## src/rtl/bcu_pkg.sv

```systemverilog
package bcu_pkg;
    localparam logic [3:0] OP_NOP   = 4'd0;
    localparam logic [3:0] OP_ALU   = 4'd1;
    localparam logic [3:0] OP_CMPS  = 4'd2;
    localparam logic [3:0] OP_CMPU  = 4'd3;
    localparam logic [3:0] OP_JMP   = 4'd4;
    localparam logic [3:0] OP_BCOND = 4'd5;
    localparam logic [3:0] OP_DBNZ  = 4'd6;
    localparam logic [3:0] OP_CALL  = 4'd7;
    localparam logic [3:0] OP_CALLR = 4'd8;

    localparam logic [3:0] CC_ZERO = 4'b0001;
    localparam logic [3:0] CC_NEG  = 4'b0010;
    localparam logic [3:0] CC_POS  = 4'b0100;
    localparam logic [3:0] CC_OVF  = 4'b1000;
endpackage

```

## src/rtl/bcu_cc_gen.sv

```systemverilog
module bcu_cc_gen
    import bcu_pkg::*;
#(
    parameter int DW = 32
) (
    input  logic [3:0]    op,
    input  logic [DW-1:0] opa,
    input  logic [DW-1:0] opb,
    input  logic          fz,
    input  logic          fn,
    input  logic          fv,
    input  logic [3:0]    cc_cur,
    output logic [3:0]    cc_nxt
);
    logic lt;
    logic eq;

    always_comb begin
        eq = (opa == opb);
        if (op == OP_CMPS) lt = ($signed(opa) < $signed(opb));
        else               lt = (opa < opb);
    end

    always_comb begin
        cc_nxt = cc_cur;
        unique case (op)
            OP_ALU: begin
                if (fv)      cc_nxt = CC_OVF;
                else if (fz) cc_nxt = CC_ZERO;
                else if (fn) cc_nxt = CC_NEG;
                else         cc_nxt = CC_POS;
            end
            OP_CMPS, OP_CMPU: begin
                if (eq)      cc_nxt = CC_ZERO;
                else if (lt) cc_nxt = CC_NEG;
                else         cc_nxt = CC_POS;
            end
            default: cc_nxt = cc_cur;
        endcase
    end
endmodule

```

## src/rtl/bcu_flow.sv

```systemverilog
module bcu_flow
    import bcu_pkg::*;
#(
    parameter int AW  = 32,
    parameter int DW  = 32,
    parameter int ISZ = 4
) (
    input  logic [3:0]    op,
    input  logic [AW-1:0] pc,
    input  logic [AW-1:0] tgt,
    input  logic [3:0]    mask,
    input  logic [DW-1:0] opa,
    input  logic [DW-1:0] opb,
    input  logic [3:0]    cc_cur,
    output logic [AW-1:0] npc,
    output logic          taken,
    output logic          lwe,
    output logic [AW-1:0] ldat,
    output logic          cwe,
    output logic [DW-1:0] cdat
);
    localparam logic [AW-1:0] STEP = AW'(ISZ);

    logic [AW-1:0] seq_pc;
    logic [DW-1:0] dec;

    always_comb begin
        seq_pc = pc + STEP;
        dec    = opa - DW'(1);
        npc    = seq_pc;
        taken  = 1'b0;
        lwe    = 1'b0;
        ldat   = '0;
        cwe    = 1'b0;
        cdat   = '0;
        unique case (op)
            OP_JMP: begin
                npc   = tgt;
                taken = 1'b1;
            end
            OP_BCOND: begin
                if ((mask & cc_cur) != 4'b0000) begin
                    npc   = tgt;
                    taken = 1'b1;
                end
            end
            OP_DBNZ: begin
                cwe  = 1'b1;
                cdat = dec;
                if (dec != '0) begin
                    npc   = tgt;
                    taken = 1'b1;
                end
            end
            OP_CALL: begin
                npc   = tgt;
                taken = 1'b1;
                lwe   = 1'b1;
                ldat  = pc;
            end
            OP_CALLR: begin
                npc   = opb[AW-1:0];
                taken = 1'b1;
                lwe   = 1'b1;
                ldat  = pc;
            end
            default: ;
        endcase
    end
endmodule

```

## src/rtl/branch_cc_unit.sv

```systemverilog
module branch_cc_unit #(
    parameter int AW  = 32,
    parameter int DW  = 32,
    parameter int ISZ = 4
) (
    input  logic          clk,
    input  logic          rst,
    input  logic [3:0]    op_i,
    input  logic [AW-1:0] pc_i,
    input  logic [AW-1:0] tgt_i,
    input  logic [3:0]    mask_i,
    input  logic [DW-1:0] opa_i,
    input  logic [DW-1:0] opb_i,
    input  logic          alu_zero_i,
    input  logic          alu_neg_i,
    input  logic          alu_ovf_i,
    output logic [3:0]    cc_o,
    output logic [AW-1:0] next_pc_o,
    output logic          taken_o,
    output logic          link_we_o,
    output logic [AW-1:0] link_data_o,
    output logic          cnt_we_o,
    output logic [DW-1:0] cnt_data_o
);
    typedef struct packed {
        logic [3:0]    cc;
        logic [AW-1:0] npc;
        logic          taken;
        logic          lwe;
        logic [AW-1:0] ldat;
        logic          cwe;
        logic [DW-1:0] cdat;
    } state_t;

    state_t st_d, st_q;

    logic [3:0]    cc_nxt;
    logic [AW-1:0] f_npc;
    logic          f_taken;
    logic          f_lwe;
    logic [AW-1:0] f_ldat;
    logic          f_cwe;
    logic [DW-1:0] f_cdat;

    bcu_cc_gen #(.DW(DW)) u_cc (
        .op     (op_i),
        .opa    (opa_i),
        .opb    (opb_i),
        .fz     (alu_zero_i),
        .fn     (alu_neg_i),
        .fv     (alu_ovf_i),
        .cc_cur (st_q.cc),
        .cc_nxt (cc_nxt)
    );

    bcu_flow #(.AW(AW), .DW(DW), .ISZ(ISZ)) u_flow (
        .op     (op_i),
        .pc     (pc_i),
        .tgt    (tgt_i),
        .mask   (mask_i),
        .opa    (opa_i),
        .opb    (opb_i),
        .cc_cur (st_q.cc),
        .npc    (f_npc),
        .taken  (f_taken),
        .lwe    (f_lwe),
        .ldat   (f_ldat),
        .cwe    (f_cwe),
        .cdat   (f_cdat)
    );

    always_comb begin
        st_d.cc    = cc_nxt;
        st_d.npc   = f_npc;
        st_d.taken = f_taken;
        st_d.lwe   = f_lwe;
        st_d.ldat  = f_ldat;
        st_d.cwe   = f_cwe;
        st_d.cdat  = f_cdat;
    end

    always_ff @(posedge clk) begin
        if (rst) st_q <= '0;
        else     st_q <= st_d;
    end

    assign cc_o        = st_q.cc;
    assign next_pc_o   = st_q.npc;
    assign taken_o     = st_q.taken;
    assign link_we_o   = st_q.lwe;
    assign link_data_o = st_q.ldat;
    assign cnt_we_o    = st_q.cwe;
    assign cnt_data_o  = st_q.cdat;
endmodule

```

## config.mk

```make
export PLATFORM = sky130hd
export DESIGN_NAME = branch_cc_unit
export DESIGN_NICKNAME = d
export VERILOG_FILES = /design/src/rtl/bcu_pkg.sv /design/src/rtl/bcu_cc_gen.sv /design/src/rtl/bcu_flow.sv /design/src/rtl/branch_cc_unit.sv
export SDC_FILE = /design/constraint.sdc
export NUM_CORES = 1
export LEC_CHECK = 0
export ABC_AREA = 1
export BUFFER_PORTS_ARGS = -buffer_cell sky130_fd_sc_hd__buf_2
export CORE_MARGIN = 3
export CORE_UTILIZATION = 52
export CTS_BUF_LIST = sky130_fd_sc_hd__clkbuf_16
export DETAILED_ROUTE_END_ITERATION = 12
export GPL_TIMING_DRIVEN = 0
export PLACE_DENSITY = 0.81
export SYNTH_ARGS = -nofsm -noshare
export SYNTH_HDL_FRONTEND = slang
export SYNTH_SLANG_ARGS = --single-unit
```

## constraint.sdc

```tcl
create_clock -name clk -period 3.15 [get_ports clk]
set_clock_uncertainty 0.2 [all_clocks]
set_input_delay 0.315 -clock clk [delete_from_list [all_inputs] [get_ports clk]]
set_output_delay 0.315 -clock clk [all_outputs]
set_load 0.1 [all_outputs]
```

**Word level (Yosys, flattened, before mapping)**

Cells that the tools add are included.
Widths: inputs -> output; s select.

- Bits in registers: 103
- Input port bits: 141
- Output and inout bits: 103

- $add $sub $neg: 2
- $lt $le $gt $ge: 2
- Eq/ne operators: 9
- Mux-type cells: 15
- Bitwise gates (word level): 3
- Reductions and logical operators: 9

Operators by type and width:

| cell | number |
|---|---|
| $pmux 32 s4 | 1 |
| $lt 32x32->1 | 2 |
| $mux 32 | 2 |
| $add 32x3->32 const B | 1 |
| $eq 32x32->1 | 1 |
| $reduce_bool 32->1 | 1 |
| $sub 32x1->32 const B | 1 |
| $eq 4x3->1 const B | 4 |
| $mux 4 | 3 |
| $reduce_or 2->1 | 5 |
| $eq 4x2->1 const B | 2 |
| $pmux 4 s2 | 1 |
| $mux 3 | 2 |
| $mux 1 | 5 |
| $and 4x4->4 | 1 |
| $eq 4x1->1 const B | 1 |
| $eq 4x4->1 const B | 1 |
| $reduce_bool 4->1 | 1 |
| $pmux 1 s3 | 1 |
| $reduce_or 3->1 | 1 |
| $not 1->1 | 2 |
| $reduce_bool 2->1 | 1 |

**Longest topological paths before layout**

- Word-level depth: 5
- Mapped depth: 18
- Depth with buffers taken out: 17

**By module**

From an unflattened synthesis, not the netlist that was laid out.

- Cells, all modules: 1,275
- Area, all modules: 7,539.7 um^2

By module, submodules not included:

| module | instances | cells each | area each (um^2) |
|---|---|---|---|
| bcu_flow | 1 | 788 | 3,606.0 |
| branch_cc_unit | 1 | 320 | 2,936.6 |
| bcu_cc_gen | 1 | 167 | 997.2 |

**Least setup slack after synthesis**

Ideal clock, no wire load.

- Path type: input to register
- Start: input port opa_i[0]
- End: register st_q, in the netlist next_pc_o[10]
- Data arrival time: 2,155 ps
- Required time: 2,833 ps
- Slack: 678 ps
- Stages on the path: 16
- Path buffers: 1
- Cells stage by stage: inv_1 -> ha_1 -> nand2_1 -> nor2_1 -> nand3_1 -> o21ai_1 -> nand2_1 -> nor2_2 -> nand2_1 -> nor2_1 -> nand3_2 -> buf_2 -> nand3_1 -> nand2_1 -> nor2_1 -> nor2_1

- Longest elaborated chain between the ends: 4

RTL lines:

| item | RTL line | text |
|---|---|---|
| from (decl) | branch_cc_unit.sv:12 | `input logic [DW-1:0] opa_i,` |
| $sub 32x1->32 | bcu_flow.sv:29 | `dec = opa - DW'(1);` |
| $reduce_bool 32->1 | bcu_flow.sv:50 | `if (dec != '0) begin` |
| $mux 32 | bcu_flow.sv:50 |  |
| $pmux 32 s4 | bcu_flow.sv:36 | `unique case (op)` |
| to (signal assigned) | branch_cc_unit.sv:84 | `else st_q <= st_d;` |
| to (decl) | branch_cc_unit.sv:35 | `state_t st_d, st_q;` |

Every way passes these cells.
A chain may end at the register's enable or synchronous reset.

**Worst setup path after layout**

- Start: input port opa_i[0]
- End: register st_q, in the netlist next_pc_o[27]

- Longest elaborated chain between the ends: 4

RTL lines:

| item | RTL line | text |
|---|---|---|
| $sub 32x1->32 | bcu_flow.sv:29 |  |
| named net u_flow.dec[0] | bcu_flow.sv:25 | `logic [DW-1:0] dec;` |
| $reduce_bool 32->1 | bcu_flow.sv:50 |  |
| $mux 32 | bcu_flow.sv:50 |  |
| $pmux 32 s4 | bcu_flow.sv:36 |  |

The timed path passes the listed nets, and every way through them passes these cells.

==> results.toml <==
[status]
status = "completed"

[die]
die_width_um = 124
die_h_um = 124
dieArea_um2 = 15400
core_um2 = 13400
fp-row-count = 42
ioPinCount = 244
initial_core_util_pct = 54.0

[synthesis]
synthTopCellsByArea = "dfxtp_1, nand2_1, nor2_1, inv_1, ha_1"
ys_warn_count = 0
syn_avg_cell_area_um2 = 6.15
synth_top_family_by_area = "simple AND/OR/NAND/NOR gates"
yosys.area.top_type = "dfxtp_1"
synth_edf_count = 0
synth.yosys.seq_area_share_pct = 28.5
postSynth.asyncResetShare_pct = 0
post_synth_num_cell_types = 41
ys_ff_latch = 103
synthAdderAreaFrac_pct = 6.05
syn_area_um2 = 7230
ys.flop_type = "dfxtp_1"
synthCells = 1177
synthSimpleGateAreaFrac_pct = 41.7
synth_top_area_share_pct = 28.5
syn_nets = 1353
synth_mux_area_share_pct = 0
synth_xor_area_share_pct = 1.21
synth-compound-area-share_pct = 11.1

[routing]
vias_per_cell = 5.44
drc_errors = 0
routedWlPerCell_um = 16.6
ant_nets = 0
routed_wl_um = 26800
drtIter0Drc = 919
firstDrtPassIters = 6
vias = 8783

[grt]
grt_pass1_vias = 7632
grt_first_pass_wirelength_um = 39400
grt_max_degree = 18
grt.total_usage_pct = 33.6
grt_antenna_before_repair = 2
grt.overflow.total = 0

[final_layout]
drive_above_1_share_pct = 22.3
fill_cells = 1298
mostFrequentLayoutCell = "nand2_1"
layout_common_cells = "nand2_1, buf_2, nor2_1, inv_1, dfxtp_1"
area_growth_pct = 24.0
finalNonFillerCells = 1616
num-nets-final = 1608
multiInputGateArea_um2 = 4360
register_area_um2 = 2060

[timing]
rsz0062_at_grt = "no"
finalCriticalPeriod_ps = 3010
finalSetupTns_ps = 0
tightestPinTransition_ps = 713
worst_slack_ps = 143
hold_violations = 0
fmax_mhz = 333
setup_violations = 0
slew_violations = 0
relSlewSlack_pct = 52.0
post-route-period-util_pct = 95.5

[hold_path]
hp-class = "primary input to register"

[place]
hpwlAfterDp_um = 22100
io_buffers = 243
gp_congestion = 0.996
preCtsSetupSlack_ps = -221
placed_cells = 1596

[setup_path]
critPathMaxFanout = 10
cpMostUsedCell = "nand2_1"
endpoint_kind = "register"
worst_setup_path_start_kind = "primary input"
crit_required_ps = 3220
critPathKind = "primary input to register"
rrSetupSlack_ps = 780
crit_slowest_cell = "ha_1"
max_stage_delay_ps = 280
worstPathArrival_ps = 3070
cp_cell_sequence = "buf_2, inv_1, ha_1, nand2_1, nor2_1, nand3_2, o21ai_1, nand2_1, nor2_2, nand2_1, nor2_1, nand3_2, buf_2, nand2_1, nand3_1, a21oi_1"

[clock_tree]
htree_num_levels = 3
clkLatencyLatePin_ps = 360
cts_root_buf = "clkbuf_16"
clkTransAtPathRegs_ps = 70
cts_tree = "built"
cts_buffer_depth = 2
cts-buffers-inserted = 9
cts.sinks = 103

[power_and_ir_drop]
powerDensity_nw_per_um2 = 387
ir_worst_vdd_mv = 0.305
power_w = 0.00347
leakage_nw = 4.83

[run]
max-cap-violations = 0
[worst paths after layout]
kind	from	endpoint	cells past startpoint
setup / recovery	opa_i[0]	next_pc_o[27]	16
hold reg to reg	cc_o[0]	cc_o[0]	2
hold / removal	pc_i[31]	link_data_o[31]	3
setup reg to reg	cc_o[3]	next_pc_o[24]	8
[per-stage QoR]
step,hold slack [ps],util (%),instance area (um^2)
after global placement,291,64.7,8670
after detailed placement,281,64.7,8670
final,8.13,66.9,8970
after global routing,8.44,66.9,8970
after floorplan,187,-,7230
after CTS,3.45,66.8,8950
[kinds of logic (layout without fill, tap and decap cells)]
logic type,count (synthesis),count (layout)
adders and majority gates,35,35
and+or+nand+nor,679,679
AOI/OAI and AO/OA,138,138
buffers and inverters,212,472
other,0,3
DFF,103,103
xor gates and xnor gates,10,10
[synth_stat cells, types with 11 or more instances]
library cell and instances:
a21oi_1 57, nand3_1 81, o21ai_0 36, nand2_2 11, nor2_1 208, clkbuf_1 25
nand2_1 278, inv_1 170, nor3_1 15, ha_1 35, dfxtp_1 103, nand4_1 37
nor2_2 22
[power breakdown]
| group | total [W] | internal [W] | switching (W) |
|---|---|---|---|
| combinational | 0.00104 | 0.000249 | 0.000790 |
| sequential | 0.00136 | 0.00135 | 0.0000150 |
| clock | 0.00107 | 0.000537 | 0.000529 |
| total | 0.00347 | 0.00214 | 0.00133 |
[critical path, delay by kind of cell]
kind | cells | cell delay [ps]
buffers and inverters | 3 | 550
and+or+nand+nor | 10 | 1480
AOI/OAI and AO/OA | 2 | 430
adders and majority gates | 1 | 280
[layout make-up]
| class | count | area share [%] |
|---|---|---|
| antenna | 3 | 0.0837 |
| buffer | 30 | 1.58 |
| clock buffer | 9 | 2.51 |
| clock inverter | 7 | 0.516 |
| inverter | 182 | 7.62 |
| multi-input combinational | 862 | 48.6 |
| sequential | 103 | 23.0 |
| tap | 176 | 2.46 |
| timing repair buffer | 244 | 13.7 |
[timing repair]
action,4_1_cts,5_1_grt
endpoints found under the hold margin,1,0
hold buffers,1,0
gates resized for setup,0,2
setup buffers,0,0
endpoints found under the setup margin,0,26
[sequential cells by signal, summed over array words and instances, names as in the netlist]
signal and flops:
cc_o 4, cnt_data_o 32, cnt_we_o 1, link_data_o 32
link_we_o 1, next_pc_o 32, taken_o 1
[metal layers]
metal	up-vias	share of wire, %	global-route usage, %
met4	0	2.5	9.65
li1	4282	-	-
met1	3941	43	47.7
met3	51	12	7.04
met2	509	43	51.6
met5	-	0	0
(Power assumes the default switching activity.)
